## src/rtl/vpic_pkg.sv

```systemverilog
package vpic_pkg;
    typedef enum logic [1:0] {
        TRIG_LOW  = 2'd0,
        TRIG_HIGH = 2'd1,
        TRIG_FALL = 2'd2,
        TRIG_RISE = 2'd3
    } trig_e;

    // Register byte offsets; software decodes these, so they are fixed.
    localparam int unsigned OFS_RAW    = 'h100;
    localparam int unsigned OFS_ACTIVE = 'h104;
    localparam int unsigned OFS_STATUS = 'h108;
    localparam int unsigned OFS_VECTOR = 'h10C;
    localparam int unsigned OFS_CURSRC = 'h110;
    localparam int unsigned OFS_MASK   = 'h114;
    localparam int unsigned OFS_MEN    = 'h120;
    localparam int unsigned OFS_MDIS   = 'h124;
    localparam int unsigned OFS_SET    = 'h128;
    localparam int unsigned OFS_CLR    = 'h12C;
    localparam int unsigned OFS_EOS    = 'h130;

    localparam int unsigned TRIG_LSB = 6;
endpackage

```

## src/rtl/vpic_src_cell.sv

```systemverilog
module vpic_src_cell
    import vpic_pkg::*;
(
    input  logic  clk,
    input  logic  rst_n,
    input  logic  src_i,
    input  trig_e trig,
    input  logic  set_cmd,
    input  logic  clr_cmd,
    output logic  raw_o,
    output logic  pend_o
);
    typedef struct packed {
        logic smp;   // sampled input
        logic prv;   // previous sample
        logic lat;   // latched pending (edge or software)
    } cell_t;

    cell_t st_d, st_q;
    logic  edge_hit;
    logic  level_hit;

    always_comb begin
        unique case (trig)
            TRIG_FALL: edge_hit = st_q.prv & ~st_q.smp;
            TRIG_RISE: edge_hit = ~st_q.prv & st_q.smp;
            default:   edge_hit = 1'b0;
        endcase
        unique case (trig)
            TRIG_LOW:  level_hit = ~st_q.smp;
            TRIG_HIGH: level_hit = st_q.smp;
            default:   level_hit = 1'b0;
        endcase

        st_d     = st_q;
        st_d.smp = src_i;
        st_d.prv = st_q.smp;
        if (set_cmd || edge_hit) begin
            st_d.lat = 1'b1;
        end else if (clr_cmd) begin
            st_d.lat = 1'b0;
        end
    end

    always_ff @(posedge clk or negedge rst_n) begin
        if (!rst_n) begin
            st_q <= '0;
        end else begin
            st_q <= st_d;
        end
    end

    assign raw_o  = st_q.smp;
    assign pend_o = st_q.lat | level_hit;
endmodule

```

## src/rtl/vpic_arbiter.sv

```systemverilog
module vpic_arbiter #(
    parameter int unsigned NSRC   = 32,
    parameter int unsigned PRIO_W = 3,
    parameter int unsigned IDX_W  = $clog2(NSRC)
) (
    input  logic [NSRC-1:0]   req,
    input  logic [PRIO_W-1:0] prio [NSRC],
    input  logic              floor_en,
    input  logic [PRIO_W-1:0] floor_prio,
    output logic              found,
    output logic [IDX_W-1:0]  win_idx,
    output logic [PRIO_W-1:0] win_prio
);
    always_comb begin
        found    = 1'b0;
        win_idx  = '0;
        win_prio = '0;
        for (int i = 0; i < int'(NSRC); i++) begin
            if (req[i] && (!floor_en || prio[i] > floor_prio)
                       && (!found || prio[i] > win_prio)) begin
                found    = 1'b1;
                win_idx  = IDX_W'(i);
                win_prio = prio[i];
            end
        end
    end
endmodule

```

## src/rtl/vpic_stack.sv

```systemverilog
module vpic_stack #(
    parameter int unsigned DEPTH  = 8,
    parameter int unsigned IDX_W  = 5,
    parameter int unsigned PRIO_W = 3,
    parameter int unsigned CNT_W  = $clog2(DEPTH + 1)
) (
    input  logic              clk,
    input  logic              rst_n,
    input  logic              push,
    input  logic              pop,
    input  logic [IDX_W-1:0]  push_idx,
    input  logic [PRIO_W-1:0] push_prio,
    output logic              empty,
    output logic [IDX_W-1:0]  top_idx,
    output logic [PRIO_W-1:0] top_prio,
    output logic [CNT_W-1:0]  depth
);
    localparam int unsigned PTR_W = (DEPTH > 1) ? $clog2(DEPTH) : 1;

    typedef struct packed {
        logic [CNT_W-1:0]              cnt;
        logic [DEPTH-1:0][IDX_W-1:0]   idx;
        logic [DEPTH-1:0][PRIO_W-1:0]  pri;
    } stk_t;

    stk_t st_d, st_q;
    logic [PTR_W-1:0] top_ptr;

    assign empty   = (st_q.cnt == '0);
    assign top_ptr = PTR_W'(st_q.cnt - CNT_W'(1));
    assign depth   = st_q.cnt;

    always_comb begin
        st_d = st_q;
        if (push && st_q.cnt < CNT_W'(DEPTH)) begin
            st_d.idx[PTR_W'(st_q.cnt)] = push_idx;
            st_d.pri[PTR_W'(st_q.cnt)] = push_prio;
            st_d.cnt = st_q.cnt + CNT_W'(1);
        end else if (pop && !empty) begin
            st_d.cnt = st_q.cnt - CNT_W'(1);
        end
    end

    always_ff @(posedge clk or negedge rst_n) begin
        if (!rst_n) begin
            st_q <= '0;
        end else begin
            st_q <= st_d;
        end
    end

    assign top_idx  = empty ? '0 : st_q.idx[top_ptr];
    assign top_prio = empty ? '0 : st_q.pri[top_ptr];
endmodule

```

## src/rtl/vpic_top.sv

```systemverilog
module vpic_top
    import vpic_pkg::*;
#(
    parameter int unsigned NSRC   = 32,
    parameter int unsigned PRIO_W = 3,
    parameter int unsigned ADDR_W = 10
) (
    input  logic              clk,
    input  logic              rst_n,
    input  logic [NSRC-1:0]   src_i,
    input  logic              bus_wr,
    input  logic              bus_rd,
    input  logic [ADDR_W-1:0] bus_addr,
    input  logic [31:0]       bus_wdata,
    output logic [31:0]       bus_rdata,
    output logic              irq_n
);
    localparam int unsigned IDX_W = $clog2(NSRC);
    localparam int unsigned DEPTH = 1 << PRIO_W;
    localparam int unsigned CNT_W = $clog2(DEPTH + 1);

    typedef struct packed {
        logic [NSRC-1:0]              mask;
        logic [NSRC-1:0][1:0]         trig;
        logic [NSRC-1:0][PRIO_W-1:0]  prio;
    } cfg_t;

    cfg_t cfg_d, cfg_q;

    logic              hit_ctl;
    logic [IDX_W-1:0]  ctl_sel;
    logic              ack, eos;
    logic [NSRC-1:0]   raw_v, pend_v, status, set_v, clr_v;
    logic [PRIO_W-1:0] prio_a [NSRC];
    logic              found;
    logic [IDX_W-1:0]  win_idx;
    logic [PRIO_W-1:0] win_prio;
    logic              stk_empty;
    logic [IDX_W-1:0]  top_idx;
    logic [PRIO_W-1:0] top_prio;
    logic [CNT_W-1:0]  stk_depth;
    logic [NSRC-1:0]   mask_cur;

    function automatic logic at(input logic [ADDR_W-1:0] a, input int unsigned ofs);
        return a == ADDR_W'(ofs);
    endfunction

    assign ctl_sel = bus_addr[IDX_W+1:2];
    assign hit_ctl = (bus_addr < ADDR_W'(NSRC * 4)) && (bus_addr[1:0] == 2'b00);
    assign ack     = bus_rd && at(bus_addr, OFS_VECTOR) && found;
    assign eos     = bus_wr && at(bus_addr, OFS_EOS);
    assign set_v   = (bus_wr && at(bus_addr, OFS_SET)) ? bus_wdata[NSRC-1:0] : '0;
    assign clr_v   = ((bus_wr && at(bus_addr, OFS_CLR)) ? bus_wdata[NSRC-1:0] : '0)
                   | (ack ? (NSRC'(1) << win_idx) : '0);
    assign status  = pend_v & cfg_q.mask;
    assign mask_cur = cfg_q.mask;

    for (genvar i = 0; i < int'(NSRC); i++) begin : g_src
        vpic_src_cell u_cell (
            .clk     (clk),
            .rst_n   (rst_n),
            .src_i   (src_i[i]),
            .trig    (trig_e'(cfg_q.trig[i])),
            .set_cmd (set_v[i]),
            .clr_cmd (clr_v[i]),
            .raw_o   (raw_v[i]),
            .pend_o  (pend_v[i])
        );
        assign prio_a[i] = cfg_q.prio[i];
    end

    vpic_arbiter #(.NSRC(NSRC), .PRIO_W(PRIO_W), .IDX_W(IDX_W)) u_arb (
        .req        (status),
        .prio       (prio_a),
        .floor_en   (!stk_empty),
        .floor_prio (top_prio),
        .found      (found),
        .win_idx    (win_idx),
        .win_prio   (win_prio)
    );

    vpic_stack #(.DEPTH(DEPTH), .IDX_W(IDX_W), .PRIO_W(PRIO_W), .CNT_W(CNT_W)) u_stk (
        .clk       (clk),
        .rst_n     (rst_n),
        .push      (ack),
        .pop       (eos),
        .push_idx  (win_idx),
        .push_prio (win_prio),
        .empty     (stk_empty),
        .top_idx   (top_idx),
        .top_prio  (top_prio),
        .depth     (stk_depth)
    );

    always_comb begin
        cfg_d = cfg_q;
        if (bus_wr) begin
            if (hit_ctl) begin
                cfg_d.trig[ctl_sel] = bus_wdata[TRIG_LSB+1:TRIG_LSB];
                cfg_d.prio[ctl_sel] = bus_wdata[PRIO_W-1:0];
            end
            if (at(bus_addr, OFS_MEN)) begin
                cfg_d.mask = cfg_q.mask | bus_wdata[NSRC-1:0];
            end
            if (at(bus_addr, OFS_MDIS)) begin
                cfg_d.mask = cfg_q.mask & ~bus_wdata[NSRC-1:0];
            end
        end
    end

    always_ff @(posedge clk or negedge rst_n) begin
        if (!rst_n) begin
            cfg_q <= '0;
        end else begin
            cfg_q <= cfg_d;
        end
    end

    always_comb begin
        bus_rdata = '0;
        if (hit_ctl) begin
            bus_rdata = (32'(cfg_q.trig[ctl_sel]) << TRIG_LSB) | 32'(cfg_q.prio[ctl_sel]);
        end else if (at(bus_addr, OFS_RAW)) begin
            bus_rdata = 32'(raw_v);
        end else if (at(bus_addr, OFS_ACTIVE)) begin
            bus_rdata = 32'(pend_v);
        end else if (at(bus_addr, OFS_STATUS)) begin
            bus_rdata = 32'(status);
        end else if (at(bus_addr, OFS_VECTOR)) begin
            bus_rdata = found ? (32'(win_idx) << 2) : '0;
        end else if (at(bus_addr, OFS_CURSRC)) begin
            bus_rdata = 32'(top_idx);
        end else if (at(bus_addr, OFS_MASK)) begin
            bus_rdata = 32'(cfg_q.mask);
        end
    end

    assign irq_n = ~found;
endmodule

```

## config.mk

```make
export PLATFORM = sky130hd
export DESIGN_NAME = vpic_top
export DESIGN_NICKNAME = d
export VERILOG_FILES = /design/src/rtl/vpic_pkg.sv /design/src/rtl/vpic_src_cell.sv /design/src/rtl/vpic_arbiter.sv /design/src/rtl/vpic_stack.sv /design/src/rtl/vpic_top.sv
export SDC_FILE = /design/constraint.sdc
export NUM_CORES = 1
export LEC_CHECK = 0
export BUFFER_PORTS_ARGS = -buffer_cell sky130_fd_sc_hd__buf_2
export CORE_MARGIN = 2
export CORE_UTILIZATION = 55
export CTS_CLUSTER_SIZE = 8
export DETAILED_ROUTE_END_ITERATION = 16
export MAX_ROUTING_LAYER = met4
export PLACE_DENSITY = 0.77
export SYNTH_ARGS = -nofsm -noshare
export SYNTH_HDL_FRONTEND = slang
export SYNTH_SLANG_ARGS = --single-unit
```

## constraint.sdc

```tcl
create_clock -name clk -period 91.3 [get_ports clk]
set_clock_uncertainty 0.05 [all_clocks]
set_input_delay 27.39 -clock clk [delete_from_list [all_inputs] [get_ports clk]]
set_output_delay 27.39 -clock clk [all_outputs]
set_load 0.01 [all_outputs]
```

; ---- After elaboration in Yosys (flattened, before gate mapping)
; Cells that the tools add are included.
[op_classes]
add_sub_neg = 2
n_mul = 0
div = 0
order_cmp = 70
n_eq_ne = 107
shift = 1
n_mux = 260
bitwise_logic = 167
reduce_logical = 270
[ops]
columns = operator, n
row1 = $mux 32, 12
row2 = $gt 3x3->1, 63
row3 = $eq 2x2->1 const B, 64
row4 = $pmux 1 s2, 64
row5 = $mux 3, 41
row6 = $eq 10x9->1 const B, 11
row7 = $mux 1, 97
row8 = $bwmux 96, 1
row9 = $logic_or 1x1->1, 95
row10 = $mux 5, 19
row11 = $logic_and 1x1->1, 73
row12 = $reduce_bool 2->1, 34
row13 = $logic_not 2->1, 33
row14 = $not 1->1, 65
row15 = $and 1x1->1, 64
row16 = $and 32x32->32, 2
row17 = $bwmux 64, 1
row18 = $eq 2x1->1 const B, 32
row19 = $or 32x32->32, 2
row20 = $bwmux 40, 1
row21 = $mux 4, 10
row22 = $logic_not 1->1, 32
row23 = $not 32->32, 1
row24 = $or 1x1->1, 32
row25 = other kinds (23), 28
[totals]
reg_bits = 356
latchBits = 0
mem_bits_rw = 0
romBits = 0
input_bits = 78
out_inout_bits = 33
word_cells = 1055
mem_count = 0

; ---- Longest topological paths before layout
[logic_depth]
word_depth = 138
depth_mapped = 302
depth_no_buf = 294

; ---- Cells and area by module
; From an unflattened synthesis, not the netlist that was laid out.
[hier_totals]
cells_unflattened = 2483
area_unflattened_um2 = 25150.4
[by_module_without_submodules]
columns = module, instances, cells_per_inst, area_each_um2, seq_area_each_um2
row1 = vpic_top, 1, 956, 10670.2, 4804.6
row2 = vpic_arbiter, 1, 977, 7186.9, 0.0
row3 = vpic_src_cell, 32, 10, 123.9, 75.1
row4 = vpic_stack, 1, 230, 3329.4, 1701.6

; ---- Worst setup path after synthesis
; No wires, ideal clock.
[synth_timing]
path_type = flip-flop to output port
from = register u_stk.st_q, in the netlist u_stk.depth[0]
to = output bus_rdata[6]
arrival_ns = 49.415
t_required_ns = 63.860
path_slack_ns = 14.445
stages_incl_launch_ff = 268
path_buffers = 9
cell_sequence = dfrtp_1 buf_6 buf_1 inv_1 ha_1 clkbuf_1 buf_1 mux4_2 nand2_1 nand2_1 nand2_1 ha_1 and3_1 o21ai_0 o21bai_1 and4_1 inv_1 ha_1 (+232 left out) a21o_1 a21oi_1 a31oi_1 o21ai_1 mux2_2 a41oi_2 ha_1 a21o_1 a21oi_1 a31oi_1 o21ai_1 nand2_1 a311oi_2 nor4b_4 and2_1 buf_2 nor2b_1 o31a_1
[synth_via]
elab_chain_len = 138
elab_cells_between_ends = 310
classes_between = add/sub: 1 / order compare: 63 / mux: 88 / reduce/logical: 158
[synth_rtl]
columns = element, line
row1 = from (decl), vpic_stack.sv:26  ; stk_t st_d, st_q;
row2 = from (signal assigned), vpic_stack.sv:48  ; st_q <= st_d;
row3 = $sub 4x1->4, vpic_stack.sv:30  ; assign top_ptr = PTR_W'(st_q.cnt - CNT_W'(1));
row4 = $bmux 3 s3, vpic_stack.sv:53  ; assign top_prio = empty ? '0 : st_q.pri[top_ptr];
row5 = $mux 3 (implied by the code), vpic_stack.sv:53
row6 = $mux 3, vpic_stack.sv:53
row7 = $gt 3x3->1, vpic_arbiter.sv:19  ; if (req[i] && (!floor_en || prio[i] > floor_prio)
row8 = $logic_or 1x1->1, vpic_arbiter.sv:19
row9 = $logic_and 1x1->1, vpic_arbiter.sv:19
row10 = $mux 3 / $mux 1 (equally long branches), vpic_arbiter.sv:19
row11 = (+122 left out), -
row12 = $logic_and 1x1->1, vpic_arbiter.sv:20  ; && (!found || prio[i] > win_prio)) begin
row13 = $mux 5 / $mux 1 (equally long branches), vpic_arbiter.sv:19
row14 = $mux 7 *, vpic_top.sv:130  ; bus_rdata = found ? (32'(win_idx) << 2) : '0;
row15 = $mux 32 *, vpic_top.sv:129  ; end else if (at(bus_addr, OFS_VECTOR)) begin
row16 = $mux 32 *, vpic_top.sv:127  ; end else if (at(bus_addr, OFS_STATUS)) begin
row17 = $mux 32 *, vpic_top.sv:125  ; end else if (at(bus_addr, OFS_ACTIVE)) begin
row18 = $mux 32 *, vpic_top.sv:123  ; end else if (at(bus_addr, OFS_RAW)) begin
row19 = $mux 32 *, vpic_top.sv:121  ; if (hit_ctl) begin
row20 = to (decl), vpic_top.sv:15  ; output logic [31:0] bus_rdata,
; Mark *: on every way between the ends. The rest lies on a longest branch, timed or not. The select of a mux whose other input is x is not followed.

; ---- Final worst setup path
; Same ends and word-level chain as after synthesis.

==> metrics <==
TNS Setup=0 ns; DR vias/cell=roughly 6.9; max_slew headroom=0.106; crit end category=output pin; outcome=complete, no violations; clock sink count=356; Synth Flop Type=dfrtp_1; Initial Utilization=0.558; DR pass1 iterations=9; Chip Height=around 210 um; vias in the first global route=between 20000 and 25000; Cells after Synth=~2600; Clock Path Buffers=3; EDFF count, synth=0; Worst path most repeated cell=a21oi_1; Layout Cells excl Fill=3229; Layout Utilization=0.615; launch point of the worst hold path=g_src[27].u_cell.raw_o; CP Class=reg -> out; WL final=approximately 85 mm; critical path launch point=u_stk.depth[0]; fin. max-slew vios=0; warnings from Yosys=0; Synth area leaders=dfrtp_1, mux2_2, ha_1; Worst-path clk slew=approximately 0.05 ns; initial antenna violation count=4; Total GRT Usage=0.393; Synth top cells by count=dfrtp_1, nand2_1, a21oi_1; FMAX=~12 MHz; Die X=213 um; drt drc=0; min-delay worst type=reg -> reg; first-pass GRT wire length=131 mm; core area=~43000 um^2; final estimated routing congestion in global placement=around 1.0; area grow syn2layout=10.1%; share of the synthesized area in the top cell type=0.370; endpoints failing setup=0; final hold slack=roughly 0.36 ns; htree depth=2; sequential share of the synthesized area=0.370; Initial DRC Count=2661; CP max FO=27; startpoint types=flop; GRT overflow=0; Critical Path AT=57.96 ns; RSZ-0062 raised after global routing=false; Final ANT Viol Nets=0; TritonCTS clock tree=yes; period utilization=0.935; Syn Nets=~2800; clock root buffer=clkbuf_16; Hold Buf Count CTS=0; CTS Buf Count=~50; WL per Instance=~26 um; Netlist cell types=103; FFs w/ async S/R, synth=1.00; Leak=between 10 and 15 nW; synthesized cell area=between 20000 and 25000 um^2; #FFs+latches synth=around 360; leading area contributor after synthesis=dfrtp_1; Post-CTS Setup Inserts=0; Critical Path RT=about 64 ns; reg-to-reg endpoint=g_src[23].u_cell.st_q[0]; # Max-Cap Violations=0; worst-skew pair later-pin latency=0.59 ns; largest net degree at the start of global routing=roughly 120; dpl hpwl=roughly 61 mm; Peak VDD IR=between 0.01 and 0.015 mV; row count=76; count leader, synth=dfrtp_1; origin of the critical flop-to-flop path=u_stk.depth[0]; number of buffers added on ports=110; PD cells=15.2 nW/um^2; final net count=between 2000 and 3000; Power, Total=between 0.4 and 0.5 mW; Register-to-Register Path Depth=~270; full die area=about 46000 um^2; post-CTS sizing=0; worst slew pin tran=approximately 1.3 ns; Worst path slowest cell=o31ai_1; DP Cell Count=3166; I/O pin cnt=111; Worst R2R Setup Slack=33.76 ns; Tmin final=85.40 ns; Avg Inst Size Synth=between 9 and 10 um^2; Final Hold Fails=0; crit path capture=bus_rdata[6]; layout cells sized above 1=0.186; detailed-route via count=between 20000 and 25000; Worst path max stage delay=~0.86 ns
layout by cell type, fill, tap and decap left out, drive strengths merged, types with 16 or more instances in the layout:
master / instances
dfrtp: 356
nand2: 346
o21ai: 200
a21oi: 187
mux2: 158
nor2: 154
buf: 139
ha: 138
inv: 108
a31oi: 65
mux4: 60
clkbuf: 56
nand3: 47
mux2i: 47
a22oi: 37
nor4: 34
or2: 28
and2: 27
a221o: 26
o31ai: 26
o31a: 25
a21o: 23
nor3: 23
nor2b: 22
a211oi: 21
or3: 17
nand4: 17
and3: 16
o21bai: 16
area by class of cell:
| class | instances | area (um^2) |
|---|---|---|
| Tap cell | 585 | 732 |
| Fill cell | 3663 | 16600 |
| Inverter | 108 | 405 |
| Clock buffer | 56 | 1340 |
| Sequential cell | 356 | 8910 |
| Multi-Input combinational cell | 1978 | 14300 |
| Timing Repair Buffer | 139 | 781 |
| Antenna cell | 3 | 7.51 |
| Clock inverter | 4 | 35.0 |
per-stage QoR:
stage	instance area, um^2	setup slack [ns]
after floorplan	24100	14.45
after global placement	25200	9.41
after detailed placement	25200	7.96
after CTS	26500	7.04
after global routing	26500	0.723
final	26500	5.90
power by group:
| part | leakage, nW | total [mW] | switching [mW] | internal, mW |
|---|---|---|---|---|
| registers | 4.69 | 0.168 | 0.00492 | 0.163 |
| logic | 6.65 | 0.0654 | 0.0435 | 0.0219 |
| clock network | 0.677 | 0.171 | 0.0696 | 0.101 |
| total | 12.0 | 0.404 | 0.118 | 0.286 |
critical path, delay by kind of cell, from the launching register on:
| kind | cells | cell delay, ns |
|---|---|---|
| mux | 6 | 2.12 |
| buf+inv | 17 | 1.79 |
| fa+ha+maj | 36 | 10.72 |
| simple gates | 70 | 11.78 |
| flops | 1 | 0.32 |
| compound gates | 137 | 30.63 |
sequential cells by signal (all words and copies together), names as in the netlist, named ones only:
name,flops
cfg_q,160
g_src.u_cell.raw_o,32
g_src.u_cell.st_q,64
u_stk.depth,4
u_stk.st_q,64
how the worst min path moves through the flow:
stage	endpoint	slack, ns	cells past startpoint
4_1_cts	g_src[30].u_cell.st_q[1]	0.36	0
6_report	g_src[27].u_cell.st_q[1]	0.36	0
3_5_place_dp	g_src[30].u_cell.st_q[1]	0.35	0
5_1_grt	g_src[30].u_cell.st_q[1]	0.37	0
2_1_floorplan	g_src[3].u_cell.st_q[1]	0.33	0
3_3_place_gp	g_src[26].u_cell.st_q[1]	0.35	0
cells by family after synthesis:
logic type / count (synthesis) / synth area share
DFF: 356 / 0.370
adders and majority gates: 141 / 0.0729
AOI/OAI and AO/OA: 769 / 0.211
muxes: 265 / 0.150
and+or+nand+nor: 788 / 0.155
xor gates and xnor gates: 15 / 0.00545
buffers and inverters: 225 / 0.0367
routing by layer:
| metal | up-vias | GRT usage | wire length, um |
|---|---|---|---|
| li1 | 9733 | - | - |
| met3 | 273 | 0.0847 | 8560 |
| met1 | 11000 | 0.513 | 34300 |
| met2 | 1258 | 0.595 | 38500 |
| met5 | - | - | 0 |
| met4 | 0 | 0.167 | 4070 |
(Power assumes the default switching activity.)
